===== config.mk =====
export PLATFORM = sky130hd
export DESIGN_NAME = nv_slot_ctrl
export DESIGN_NICKNAME = d
export VERILOG_FILES = /design/src/rtl/nvs_pkg.sv /design/src/rtl/nvs_slot_array.sv /design/src/rtl/nvs_timer.sv /design/src/rtl/nvs_sequencer.sv /design/src/rtl/nv_slot_ctrl.sv
export SDC_FILE = /design/constraint.sdc
export NUM_CORES = 1
export LEC_CHECK = 0
export CAP_MARGIN = 5
export CORE_AREA = 2 2 90 92
export CTS_BUF_LIST = sky130_fd_sc_hd__clkbuf_16
export DETAILED_ROUTE_END_ITERATION = 7
export DIE_AREA = 0 0 92 94
export GPL_ROUTABILITY_DRIVEN = 0
export PLACE_DENSITY_LB_ADDON = 0.25
export SYNTH_ARGS = -nofsm -noshare
export SYNTH_HDL_FRONTEND = slang
export SYNTH_SLANG_ARGS = --single-unit
export TNS_END_PERCENT = 10

===== constraint.sdc =====
create_clock -name clk -period 7.57 [get_ports clk]
set_clock_uncertainty 0.2 [all_clocks]
set_input_delay 1.8925 -clock clk [delete_from_list [all_inputs] [get_ports clk]]
set_output_delay 1.8925 -clock clk [all_outputs]
set_load 0.03 [all_outputs]

===== src/rtl/nvs_pkg.sv =====
package nvs_pkg;
  localparam logic [3:0] OP_ERASE     = 4'b1101;
  localparam logic [3:0] OP_PROG_DATA = 4'b0010;
  localparam logic [3:0] OP_PROG_TAP  = 4'b0011;
  localparam logic [3:0] OP_READ_SLOT = 4'b1010;
  localparam logic [3:0] OP_LOAD_SLOT = 4'b1011;
  localparam logic [3:0] OP_READ_TAP  = 4'b1100;
  localparam logic [3:0] OP_RECALL    = 4'b1001;

  function automatic logic op_is_store(input logic [3:0] op);
    return (op == OP_ERASE) || (op == OP_PROG_DATA) || (op == OP_PROG_TAP);
  endfunction

  function automatic logic op_is_legal(input logic [3:0] op);
    return op_is_store(op) || (op == OP_READ_SLOT) || (op == OP_LOAD_SLOT) ||
           (op == OP_READ_TAP) || (op == OP_RECALL);
  endfunction
endpackage


===== src/rtl/nvs_slot_array.sv =====
module nvs_slot_array #(
  parameter int WORD_W = 9,
  parameter int SLOTS  = 4,
  localparam int SLOT_W = $clog2(SLOTS)
) (
  input  logic              clk,
  input  logic              we,
  input  logic [SLOT_W-1:0] addr,
  input  logic [WORD_W-1:0] wdata,
  output logic [WORD_W-1:0] rdata
);
  logic [WORD_W-1:0] mem [SLOTS];

  initial begin
    for (int i = 0; i < SLOTS; i++) mem[i] = '1;
  end

  always_ff @(posedge clk) begin
    if (we) mem[addr] <= wdata;
    rdata <= mem[addr];
  end
endmodule


===== src/rtl/nvs_timer.sv =====
module nvs_timer #(
  parameter int CNT_W    = 8,
  parameter int RST_LOAD = 1
) (
  input  logic             clk,
  input  logic             rst,
  input  logic             start,
  input  logic [CNT_W-1:0] load_val,
  output logic             zero
);
  logic [CNT_W-1:0] cnt;

  always_ff @(posedge clk) begin
    if (rst)            cnt <= CNT_W'(RST_LOAD);
    else if (start)     cnt <= load_val;
    else if (cnt != '0) cnt <= cnt - 1'b1;
  end

  assign zero = (cnt == '0);
endmodule


===== src/rtl/nvs_sequencer.sv =====
module nvs_sequencer
  import nvs_pkg::*;
#(
  parameter int WORD_W        = 9,
  parameter int SLOTS         = 4,
  parameter int STORE_CYCLES  = 500000,
  parameter int ACCESS_CYCLES = 8,
  localparam int SLOT_W = $clog2(SLOTS),
  localparam int MAXC   = (STORE_CYCLES > ACCESS_CYCLES) ? STORE_CYCLES : ACCESS_CYCLES,
  localparam int CNT_W  = $clog2(MAXC + 1)
) (
  input  logic              clk,
  input  logic              rst,
  input  logic              req_valid,
  input  logic [3:0]        req_op,
  input  logic [SLOT_W-1:0] req_slot,
  input  logic [WORD_W-1:0] req_data,
  input  logic [WORD_W-1:0] tap_value,
  input  logic              wp_n,
  input  logic              tmr_zero,
  input  logic [WORD_W-1:0] mem_rdata,
  output logic              tmr_start,
  output logic [CNT_W-1:0]  tmr_load,
  output logic              mem_we,
  output logic [SLOT_W-1:0] mem_addr,
  output logic [WORD_W-1:0] mem_wdata,
  output logic              ack,
  output logic              busy,
  output logic              done,
  output logic [WORD_W-1:0] rd_data,
  output logic              load_valid,
  output logic [WORD_W-1:0] load_data
);
  logic [3:0]        op_q;
  logic [SLOT_W-1:0] slot_q;
  logic [WORD_W-1:0] data_q, tap_q;
  logic              wp_ok_q;
  logic              finish;

  assign finish    = busy && tmr_zero;
  assign tmr_start = !busy && req_valid && op_is_legal(req_op);
  assign tmr_load  = op_is_store(req_op) ? CNT_W'(STORE_CYCLES - 1) : CNT_W'(ACCESS_CYCLES - 1);
  assign mem_addr  = slot_q;
  assign mem_we    = finish && op_is_store(op_q) && wp_ok_q;

  always_comb begin
    if (op_q == OP_ERASE)        mem_wdata = '1;
    else if (op_q == OP_PROG_TAP) mem_wdata = mem_rdata & tap_q;
    else                          mem_wdata = mem_rdata & data_q;
  end

  always_ff @(posedge clk) begin
    if (rst) begin
      busy       <= 1'b1;
      op_q       <= OP_RECALL;
      slot_q     <= '0;
      data_q     <= '0;
      tap_q      <= '0;
      wp_ok_q    <= 1'b1;
      ack        <= 1'b0;
      done       <= 1'b0;
      load_valid <= 1'b0;
      rd_data    <= '0;
      load_data  <= '0;
    end else begin
      ack        <= 1'b0;
      done       <= 1'b0;
      load_valid <= 1'b0;
      if (finish) begin
        busy <= 1'b0;
        done <= 1'b1;
        case (op_q)
          OP_READ_SLOT: rd_data <= mem_rdata;
          OP_READ_TAP:  rd_data <= tap_q;
          OP_LOAD_SLOT, OP_RECALL: begin
            load_valid <= 1'b1;
            load_data  <= mem_rdata;
          end
          default: ;
        endcase
      end else if (tmr_start) begin
        ack     <= 1'b1;
        busy    <= 1'b1;
        op_q    <= req_op;
        slot_q  <= (req_op == OP_RECALL) ? '0 : req_slot;
        data_q  <= req_data;
        tap_q   <= tap_value;
        wp_ok_q <= wp_n;
      end
    end
  end

  // a protected store never writes the array
  p_wp_blocks_write_r10: assert property (@(posedge clk) disable iff (rst)
    mem_we |-> wp_ok_q && op_is_store(op_q));
  // a load strobe always comes with done
  p_load_with_done_r9: assert property (@(posedge clk) disable iff (rst)
    load_valid |-> done);
  // rd_data only moves together with done
  p_rd_stable_r11: assert property (@(posedge clk) disable iff (rst)
    !done |-> $stable(rd_data));
endmodule


===== src/rtl/nv_slot_ctrl.sv =====
module nv_slot_ctrl #(
  parameter int WORD_W        = 9,
  parameter int SLOTS         = 4,
  parameter int STORE_CYCLES  = 500000,
  parameter int ACCESS_CYCLES = 8,
  localparam int SLOT_W = $clog2(SLOTS),
  localparam int MAXC   = (STORE_CYCLES > ACCESS_CYCLES) ? STORE_CYCLES : ACCESS_CYCLES,
  localparam int CNT_W  = $clog2(MAXC + 1)
) (
  input  logic              clk,
  input  logic              rst,
  input  logic              req_valid,
  input  logic [3:0]        req_op,
  input  logic [SLOT_W-1:0] req_slot,
  input  logic [WORD_W-1:0] req_data,
  input  logic [WORD_W-1:0] tap_value,
  input  logic              wp_n,
  output logic              ack,
  output logic              busy,
  output logic              done,
  output logic [WORD_W-1:0] rd_data,
  output logic              load_valid,
  output logic [WORD_W-1:0] load_data
);
  logic              tmr_start, tmr_zero, mem_we;
  logic [CNT_W-1:0]  tmr_load;
  logic [SLOT_W-1:0] mem_addr;
  logic [WORD_W-1:0] mem_wdata, mem_rdata;

  initial begin
    if (STORE_CYCLES < 2 || ACCESS_CYCLES < 2)
      $error("operation latencies must be at least 2 cycles");
  end

  nvs_sequencer #(
    .WORD_W(WORD_W), .SLOTS(SLOTS),
    .STORE_CYCLES(STORE_CYCLES), .ACCESS_CYCLES(ACCESS_CYCLES)
  ) u_seq (
    .clk(clk), .rst(rst), .req_valid(req_valid), .req_op(req_op),
    .req_slot(req_slot), .req_data(req_data), .tap_value(tap_value),
    .wp_n(wp_n), .tmr_zero(tmr_zero), .mem_rdata(mem_rdata),
    .tmr_start(tmr_start), .tmr_load(tmr_load), .mem_we(mem_we),
    .mem_addr(mem_addr), .mem_wdata(mem_wdata), .ack(ack), .busy(busy),
    .done(done), .rd_data(rd_data), .load_valid(load_valid),
    .load_data(load_data)
  );

  nvs_timer #(.CNT_W(CNT_W), .RST_LOAD(ACCESS_CYCLES - 1)) u_tmr (
    .clk(clk), .rst(rst), .start(tmr_start), .load_val(tmr_load), .zero(tmr_zero)
  );

  nvs_slot_array #(.WORD_W(WORD_W), .SLOTS(SLOTS)) u_mem (
    .clk(clk), .we(mem_we), .addr(mem_addr), .wdata(mem_wdata), .rdata(mem_rdata)
  );

  // busy and done never overlap
  p_busy_done_excl_r3: assert property (@(posedge clk) disable iff (rst)
    !(busy && done));
  // busy falling is always the done cycle
  p_fall_is_done_r3: assert property (@(posedge clk) disable iff (rst)
    $fell(busy) |-> done);
  // an ack only follows an idle cycle and starts busy
  p_ack_idle_r2: assert property (@(posedge clk) disable iff (rst)
    ack |-> busy && !$past(busy));
  // done lasts a single cycle
  p_done_pulse_r3: assert property (@(posedge clk) disable iff (rst)
    done |=> !done);
endmodule


==> out/summary.md, run 1 <==
The flow ran to the end, and the final reports show no timing, DRC or antenna violations. The end-of-flow core utilization is 70.5%, and the number of distinct library cells after synthesis is 47. In the final timing run, aggregate negative setup slack is 0 ps. The finished cells cover 0.00536 sq mm. The floorplan has 32 rows.

Uppermost layer routed: met4. The first global-routing pass estimated 15.5 mm of wire. For the initial antenna violation count, the log shows 0. Setup repair after global routing left no endpoint under its margin. The number of synthesized flops with an enable pin is 36.

Met1 wire length: 3.96 mm. The number of standard cells in the layout, taps in and fillers out is 576, and the worst slew slack as a fraction of its limit is 24.6%. The clock network latency to the later pin of the worst-skew pair is 350 ps.

The tools report the combinational share of power as 3.3%. Summed over its instances, the top area cell type makes up 33.4% of the synthesized netlist area. The number of nets produced by synthesis came out at 454. Along the worst hold path, the cell count comes to 2.

Registers are responsible for 55.2% of the overall power. The die is 94 um tall. The tools report the register-to-register path setup slack as 4260 ps.

Registers take 0.00258 sq mm. The clock transition at the registers of the reported paths came out at 80 ps. The most common library cell in the layout ignoring fill and taps is sky130_fd_sc_hd__dfxtp_1.

Of all flip-flops after synthesis, the portion carrying an async set or reset was 0%. The total met2 wirelength after detailed routing is 5.12 mm. The register bit total from synthesis was 111. STA classifies the critical path startpoint as an input pin. Entering global routing, the biggest net connects 51 pins. Setup violations remaining at the end of the flow were counted as 0. In this run the power spent charging and discharging nets is 0.000249 W. The number of gates resized after CTS was 0. The post-synthesis instance area came out at 0.00450 sq mm. Leaving out fill and tap cells, the most frequent cells in the layout are sky130_fd_sc_hd__dfxtp_1 (75), sky130_fd_sc_hd__nand2_1 (71), sky130_fd_sc_hd__clkdlybuf4s50_1 (49). The total iterations of the first detailed-routing run was 5; the buffers inserted during post-CTS setup optimization was 0.

The logs give 50 for the number of top-level pins and 57.4% for the share of synthesized area occupied by flip-flops and latches. The path class of the tightest hold or removal check is register to register. Measured in cells, the most critical reg-to-reg path has a length of 7. Tracing the worst setup path back leads to its startpoint at req_op[2].

The run gives 0 as the number of max-slew violations in the final report. The worst setup path is captured at a register. The most used flip-flop cell after synthesis is sky130_fd_sc_hd__dfxtp_1. The region available for standard cell placement spans 0.00761 sq mm. Along the worst path, the maximum fanout reaches 34. Compared with the post-synthesis result, the final layout area differs by 19.3%. Clock net sink count: 111. Data arrives at the worst endpoint at 4190 ps. The biggest area contributor in the post-synthesis netlist is sky130_fd_sc_hd__dfxtp_1. The reported leakage power was 1.79 nW; the number of vias per cell was 5.76.

The internal portion of the total power is 0.000865 W. For the area enclosed by the die boundary, the log shows 0.00865 sq mm. In the finished design, the share of the clock period the worst path needs comes to 54.4%. The tools report the number of global-route vias before repair as 3,181. The run gives 125 uV as the maximum ir drop on the vdd rail. The number of inserted filler cells in the final layout was 552; the detailed-route DRC error count was 0.

Summed over all nets, the half-perimeter wirelength after detailed placement is 6.78 mm. Yosys printed 0 warnings. The startpoint identified for the worst register-to-register timing path is u_tmr.cnt[0]$_SDFFE_PP1P_. The count of max-cap constraint violations was 0; the average wire per standard cell was 16.9 um.

The critical hold path startpoint is u_seq.data_q[1]$_SDFFE_PP0P_. For this configuration, the core starts out at a cell density of 59.1%. STA puts the critical path data required time at 7640 ps. In this run the tool buffered the top-level ports with 49 buffer cells.

Number of standard cells after synthesis: 425. At the pin with the least slew margin, the transition time is 1130 ps. The tools report the total routing resource utilization after global routing as 23.4%.

At the end of the flow, the number of nets in the layout was 498. Summed over all layers, the global routing overflow is 0. The highest achievable clock rate is 243 MHz, and the share of cells above drive strength 1 is 8.23%. The smallest clock period supported by the final layout is computed as 4120 ps. Net switching is 22.4% of the power. The share of total power dissipated in the clock network is 41.5%.

The average cell area after synthesis is 10.6 sq um, and the number of CTS-inserted buffers is 9. The number of antenna diodes in the final layout is 0. The residual antenna-violating net count after detailed routing is 0.

The run gives 0.00507 sq mm as the instance area at placement. TritonCTS built the clock tree. Buffers inserted to repair hold after CTS numbered 0. The longest clock path from root to sink contains 2 buffers. Final hold analysis gives a worst-case slack of 257 ps. The die is 92 um wide. Wire segments on met3 add up to 533 um in the final route. The overall via count from detail_route was 3,317. Once placement completed, the tool counted placed cells totaling 560. The final wirelength came out at 9.74 mm. The multi-input combinational cells in the finished layout cover a total of 0.00178 sq mm. By area the synthesized netlist is led by sky130_fd_sc_hd__dfxtp_1 (33%), sky130_fd_sc_hd__edfxtp_1 (24%), sky130_fd_sc_hd__mux2i_1 (6.0%). The cell area power density was 208 mW/mm^2. The critical path in this run is classified as input pin to register. The run gives 0 as the hold violation total from the final report. In this run, the number of DRC markers left after iteration 0 of detailed routing was 190. In this run the clock root is driven by a sky130_fd_sc_hd__clkbuf_16.

CTS built an H-tree with a depth of 3.
## layer usage
layer,GRT usage [%],vias up
li1,-,1586
met1,27.6,1597
met2,43.1,120
met3,4.65,14
met4,7.09,0
met5,0,-
## path summary, 6_finish.rpt
kind	end
worst max-delay path	u_tmr.cnt[5]$_SDFFE_PP0P_
worst min-delay path	u_seq.data_q[1]$_SDFFE_PP0P_
worst max register to register	u_mem.mem[2][0]$_DFFE_PP_
worst min register to register	u_seq.data_q[1]$_SDFFE_PP0P_
## power by group through the flow
stage / Combinational (W) / Sequential (W) / Clock (W)
final: 0.0000364 / 0.000615 / 0.000462
after floorplan: 0.0000162 / 0.000629 / 0
after detailed placement: 0.0000362 / 0.000629 / 0
after global placement: 0.0000356 / 0.000629 / 0
after CTS: 0.0000365 / 0.000615 / 0.000465
after global routing: 0.0000396 / 0.000616 / 0.000490
## logic make-up after synthesis
kind of cell	after synthesis	share of synthesized area (%)
compound gates	69	8.63
xor+xnor	14	2.73
fa+ha+maj	1	0.278
buf+inv	34	3.17
flops	111	57.4
mux	36	10.5
simple gates	160	17.2
## critical path, stage by stage
cell	delay, ps
sky130_fd_sc_hd__clkdlybuf4s50_1	590
sky130_fd_sc_hd__nand2b_1	180
sky130_fd_sc_hd__o21ai_0	110
sky130_fd_sc_hd__nand2_1	840
sky130_fd_sc_hd__nand2b_1	400
sky130_fd_sc_hd__nor2_1	190
## sequential cells by signal, summed over array words and instances (netlist names), 2 cells and up
| signal | flops |
|---|---|
| u_mem.mem | 36 |
| u_mem.rdata | 9 |
| u_seq.data_q | 9 |
| u_seq.load_data | 9 |
| u_seq.mem_addr | 2 |
| u_seq.op_q | 4 |
| u_seq.rd_data | 9 |
| u_seq.tap_q | 9 |
| u_tmr.cnt | 19 |
## synth_stat cells (3+ instances only)
| cell | count |
|---|---|
| sky130_fd_sc_hd__nand4_1 | 3 |
| sky130_fd_sc_hd__or3_1 | 3 |
| sky130_fd_sc_hd__clkbuf_1 | 18 |
| sky130_fd_sc_hd__nor3_1 | 10 |
| sky130_fd_sc_hd__nand2_1 | 71 |
| sky130_fd_sc_hd__mux4_2 | 9 |
| sky130_fd_sc_hd__o21ai_0 | 22 |
| sky130_fd_sc_hd__dfxtp_1 | 75 |
| sky130_fd_sc_hd__nor2_1 | 39 |
| sky130_fd_sc_hd__a21oi_1 | 32 |
| sky130_fd_sc_hd__a2111oi_0 | 3 |
| sky130_fd_sc_hd__nand2b_1 | 3 |
| sky130_fd_sc_hd__nor4_1 | 10 |
| sky130_fd_sc_hd__edfxtp_1 | 36 |
| sky130_fd_sc_hd__xnor2_1 | 12 |
| sky130_fd_sc_hd__inv_1 | 12 |
| sky130_fd_sc_hd__o211ai_1 | 3 |
| sky130_fd_sc_hd__mux2i_1 | 27 |
## stage by stage
step           setup slack (ps)  power [W]
4_1_cts                    3490    0.00112
5_1_grt                    3250    0.00115
6_report                   3450    0.00111
3_5_place_dp               3130   0.000665
3_3_place_gp               3180   0.000665
2_1_floorplan              4250   0.000645
## cell type report
cell class / instances / share of cell area (%)
Inverter: 12 / 0.840
Multi-Input combinational cell: 280 / 33.1
Sequential cell: 111 / 48.1
Timing Repair Buffer: 55 / 9.98
Tap cell: 102 / 2.38
Clock buffer: 9 / 4.20
Clock inverter: 7 / 1.33
(Power assumes the default switching activity.)
==> run 2: changes to the inputs <==
--- a/config.mk
+++ b/config.mk
@@ -6,10 +6,10 @@
 export NUM_CORES = 1
 export LEC_CHECK = 0
 export CAP_MARGIN = 5
-export CORE_AREA = 2 2 90 92
+export CORE_AREA = 2 2 93 95
 export CTS_BUF_LIST = sky130_fd_sc_hd__clkbuf_16
 export DETAILED_ROUTE_END_ITERATION = 7
-export DIE_AREA = 0 0 92 94
+export DIE_AREA = 0 0 95 97
 export GPL_ROUTABILITY_DRIVEN = 0
 export PLACE_DENSITY_LB_ADDON = 0.25
 export SYNTH_ARGS = -nofsm -noshare
==> constraint.sdc (replaced) <==
create_clock -name clk -period 3.8 [get_ports clk]
set_clock_uncertainty 0.2 [all_clocks]
set_input_delay 0.95 -clock clk [delete_from_list [all_inputs] [get_ports clk]]
set_output_delay 0.95 -clock clk [all_outputs]
set_load 0.03 [all_outputs]
==> out/summary.md, run 2 (synthesized netlist as in run 1, its figures left out) <==
The end point of the worst hold path was u_seq.data_q[3]$_SDFFE_PP0P_ (was u_seq.data_q[1]$_SDFFE_PP0P_). The worst hold slack across all endpoints came out at 261 ps (was 257 ps). Setup repair after global routing left no endpoint under its margin. The tools report the combinational share of power as 3.4% (was 3.3%). TritonCTS built the clock tree. Signal arrival time at the worst endpoint: 3110 ps (was 4190 ps). The setup TNS is 0 ps (unchanged), and the number of max-slew violations in the final report is 0 (unchanged). The count of max-cap constraint violations is 0 (unchanged), and the die outline width is 95 um (was 92 um). The final wirelength came out at 9.91 mm (was 9.74 mm). The hold violation total from the final report is 0 (unchanged), and the average wire per standard cell is 17.0 um (was 16.9 um). The number of CTS-inserted buffers is 9 (unchanged), and the switching fraction of total power is 21.6% (was 22.4%). The run gives 0 (unchanged) as the count of hold buffers inserted by post-cts repair. The worst reg-to-reg path cell count was 7 (unchanged); the final count of negative-setup-slack endpoints was 0 (unchanged).

The total routing resource utilization after global routing is 23.0% (was 23.4%). The height of the die was 97 um (was 94 um). The run gives 159 (was 190) as the initial detailed-routing violation count. The area growth from synthesis to layout was 19.7% (was 19.3%); the end-of-flow core utilization was 66.2% (was 70.5%). The most common library cell in the layout ignoring fill and taps is sky130_fd_sc_hd__dfxtp_1 (unchanged). The tools report the overall via count from detail_route as 3,271 (was 3,317). The number of core rows was 33 (was 32); the pin count of the biggest net entering global routing was 27 (was 51). The terminus of the critical flop-to-flop path is u_seq.rd_data[8]$_SDFFE_PP0P_ (was u_mem.mem[2][0]$_DFFE_PP_). The area enclosed by the die boundary is 0.00922 sq mm (was 0.00865 sq mm). The number of top-level pins was 50 (unchanged); the number of instances on the worst hold path was 2 (unchanged).

Top library cells by usage in the layout, fill and taps aside: sky130_fd_sc_hd__dfxtp_1 (75), sky130_fd_sc_hd__nand2_1 (71), sky130_fd_sc_hd__clkdlybuf4s50_1 (49) (unchanged). The reported leakage power is 1.79 nW (about the same), and the initial core utilization is 55.3% (was 59.1%). The clock transition at the registers of the reported paths was 70 ps (was 80 ps). The tools report the kind of launch point of the worst setup path as a register (was an input pin). The net switching power was 0.000473 W (was 0.000249 W); the register-to-register path setup slack was 710 ps (was 4260 ps).

Actual transition at the worst max-transition pin: 818 ps (was 1130 ps). For the global-route wire length before repair, the log shows 16.2 mm (was 15.5 mm). The worst setup path category is register to register (was input pin to register).

For the maximum ir drop on the vdd rail, the log shows 208 uV (was 125 uV). The number of vias per cell is 5.61 (was 5.76), and the flip-flop count of the largest register, all copies and words added is 36 (unchanged). After layout, the minimum clock period comes to 3090 ps.

The worst slew slack as a fraction of its limit was 45.0% (was 24.6%); the number of inserted filler cells in the final layout was 648 (was 552). The residual antenna-violating net count after detailed routing was 0 (unchanged). The run gives 340 ps (was 350 ps) as the clock network latency to the later pin of the worst-skew pair. The tools report the cell at the root of the clock tree as sky130_fd_sc_hd__clkbuf_16 (unchanged). The run gives 0 (unchanged) as the detailed-route DRC error count. The run gives 502 (was 498) as the number of nets in the final layout. For the worst endpoint required time, the log shows 3820 ps (was 7640 ps). The tools report the number of gates resized after CTS as 0 (unchanged).

The run finished with clean final reports. The most flop-heavy register is u_mem.mem (unchanged). The HPWL after detailed placement came out at 7.05 mm (was 6.78 mm).

The largest driver fanout on the critical path came out at 9 (was 34). For the number of buffers on the longest clock path, the log shows 2 (unchanged). The critical path capture point type is a register (unchanged).

Biggest regs: u_mem.mem x36, u_tmr.cnt x19 (unchanged). The logs give 3,322 (was 3,181) for the number of global-route vias before repair and 0 (unchanged) for the total inserted antenna cells. The cell area power density came out at 406 mW/mm^2 (was 208 mW/mm^2). The cell-internal power was 0.00171 W (was 0.000865 W). The port buffer count works out to 49 (unchanged).

Placeable core region: 0.00813 sq mm (was 0.00761 sq mm). The highest achievable clock rate was 324 MHz; the clock net sink count was 111 (unchanged). The buffers inserted during post-CTS setup optimization is 0 (unchanged). The tools report the total iterations of the first detailed-routing run as 4 (was 5).

Critical hold path startpoint: u_seq.data_q[3]$_SDFFE_PP0P_ (was u_seq.data_q[1]$_SDFFE_PP0P_). The initial antenna violation count is 0 (unchanged). The logs give 714 ps (was 3450 ps) for the setup slack after layout and 56.0% (was 55.2%) for the power share of the sequential group. The tools report the reg-to-reg startpoint as u_tmr.cnt[0]$_SDFFE_PP1P_ (unchanged). The worst-case setup slack after placement is 799 ps (was 3130 ps), and the share of cells above drive strength 1 is 9.00% (was 8.23%). The sum of overflow across all layers after global routing is 0 (unchanged), and the share of the clock period used by the worst path is 81.2%. The share of total power in the clock network is 40.5% (was 41.5%). The class of the tightest hold or removal check is register to register (unchanged). For the level count of the clock H-tree, the log shows 3 (unchanged).
==> run 2: cell types whose count changed in the layout (fill, tap and decap cells not counted) <==
| cell | change |
|---|---|
| sky130_fd_sc_hd__buf_4 | +4 |
| sky130_fd_sc_hd__clkinv_4 | -3 |
| sky130_fd_sc_hd__clkinv_8 | -1 |
| sky130_fd_sc_hd__clkinvlp_4 | +3 |
| sky130_fd_sc_hd__clkinv_2 | +1 |
==> run 2: cell type report <==
type | instances | area (sq um) | area share (%)
Sequential cell | 111 | 2580 | 48.0
Multi-Input combinational cell | 280 | 1780 | 33.0
Timing Repair Buffer | 59 | 566 | 10.5
Clock buffer | 9 | 225 | 4.18
Tap cell | 105 | 131 | 2.44
Clock inverter | 7 | 56.3 | 1.05
Inverter | 12 | 45.0 | 0.837
==> run 2: through the flow <==
stage / instances / power [W] / area [sq um]
detailed placement: 567 / 0.00133 / 5100
global placement: 567 / 0.00132 / 5100
CTS: 583 / 0.00220 / 5380
global route: 583 / 0.00225 / 5380
floorplan: 425 / 0.00128 / 4500
finish: 583 / 0.00219 / 5380
==> run 2: power groups by stage <==
stage	clock network [W]	logic [W]	registers, W
detailed placement	0	0.0000738	0.00125
floorplan	0	0.0000322	0.00125
global placement	0	0.0000727	0.00125
CTS	0.000902	0.0000743	0.00122
global route	0.000946	0.0000810	0.00123
finish	0.000886	0.0000747	0.00123
==> run 2: worst max-delay path: stages (launching register included) <==
cell and delay (ps):
sky130_fd_sc_hd__dfxtp_1 360, sky130_fd_sc_hd__inv_1 80, sky130_fd_sc_hd__ha_1 220, sky130_fd_sc_hd__or3b_4 420, sky130_fd_sc_hd__or3_1 500, sky130_fd_sc_hd__nor4_4 790, sky130_fd_sc_hd__mux2i_1 320, sky130_fd_sc_hd__nor2_1 80
==> run 2: layer usage <==
layer / GRT usage (%) / part of all wire [%]
met5: 0 / 0
met4: 7.13 / 1.7
met3: 4.21 / 4.9
met2: 40.2 / 52
met1: 28.5 / 42
==> run 2: how the worst max path moves through the flow <==
stage                                          endpoint  slack, ps                      start  cells past startpoint
final                     u_seq.rd_data[8]$_SDFFE_PP0P_        710  u_tmr.cnt[0]$_SDFFE_PP1P_                      7
after global routing      u_seq.rd_data[8]$_SDFFE_PP0P_        580  u_tmr.cnt[0]$_SDFFE_PP1P_                      7
after CTS                 u_seq.rd_data[8]$_SDFFE_PP0P_        730  u_tmr.cnt[0]$_SDFFE_PP1P_                      7
after detailed placement     u_tmr.cnt[13]$_SDFFE_PP0P_        800                  req_op[2]                      6
after global placement       u_tmr.cnt[13]$_SDFFE_PP0P_        870                  req_op[2]                      6
after floorplan               u_mem.mem[1][0]$_DFFE_PP_        480  u_tmr.cnt[0]$_SDFFE_PP1P_                      6
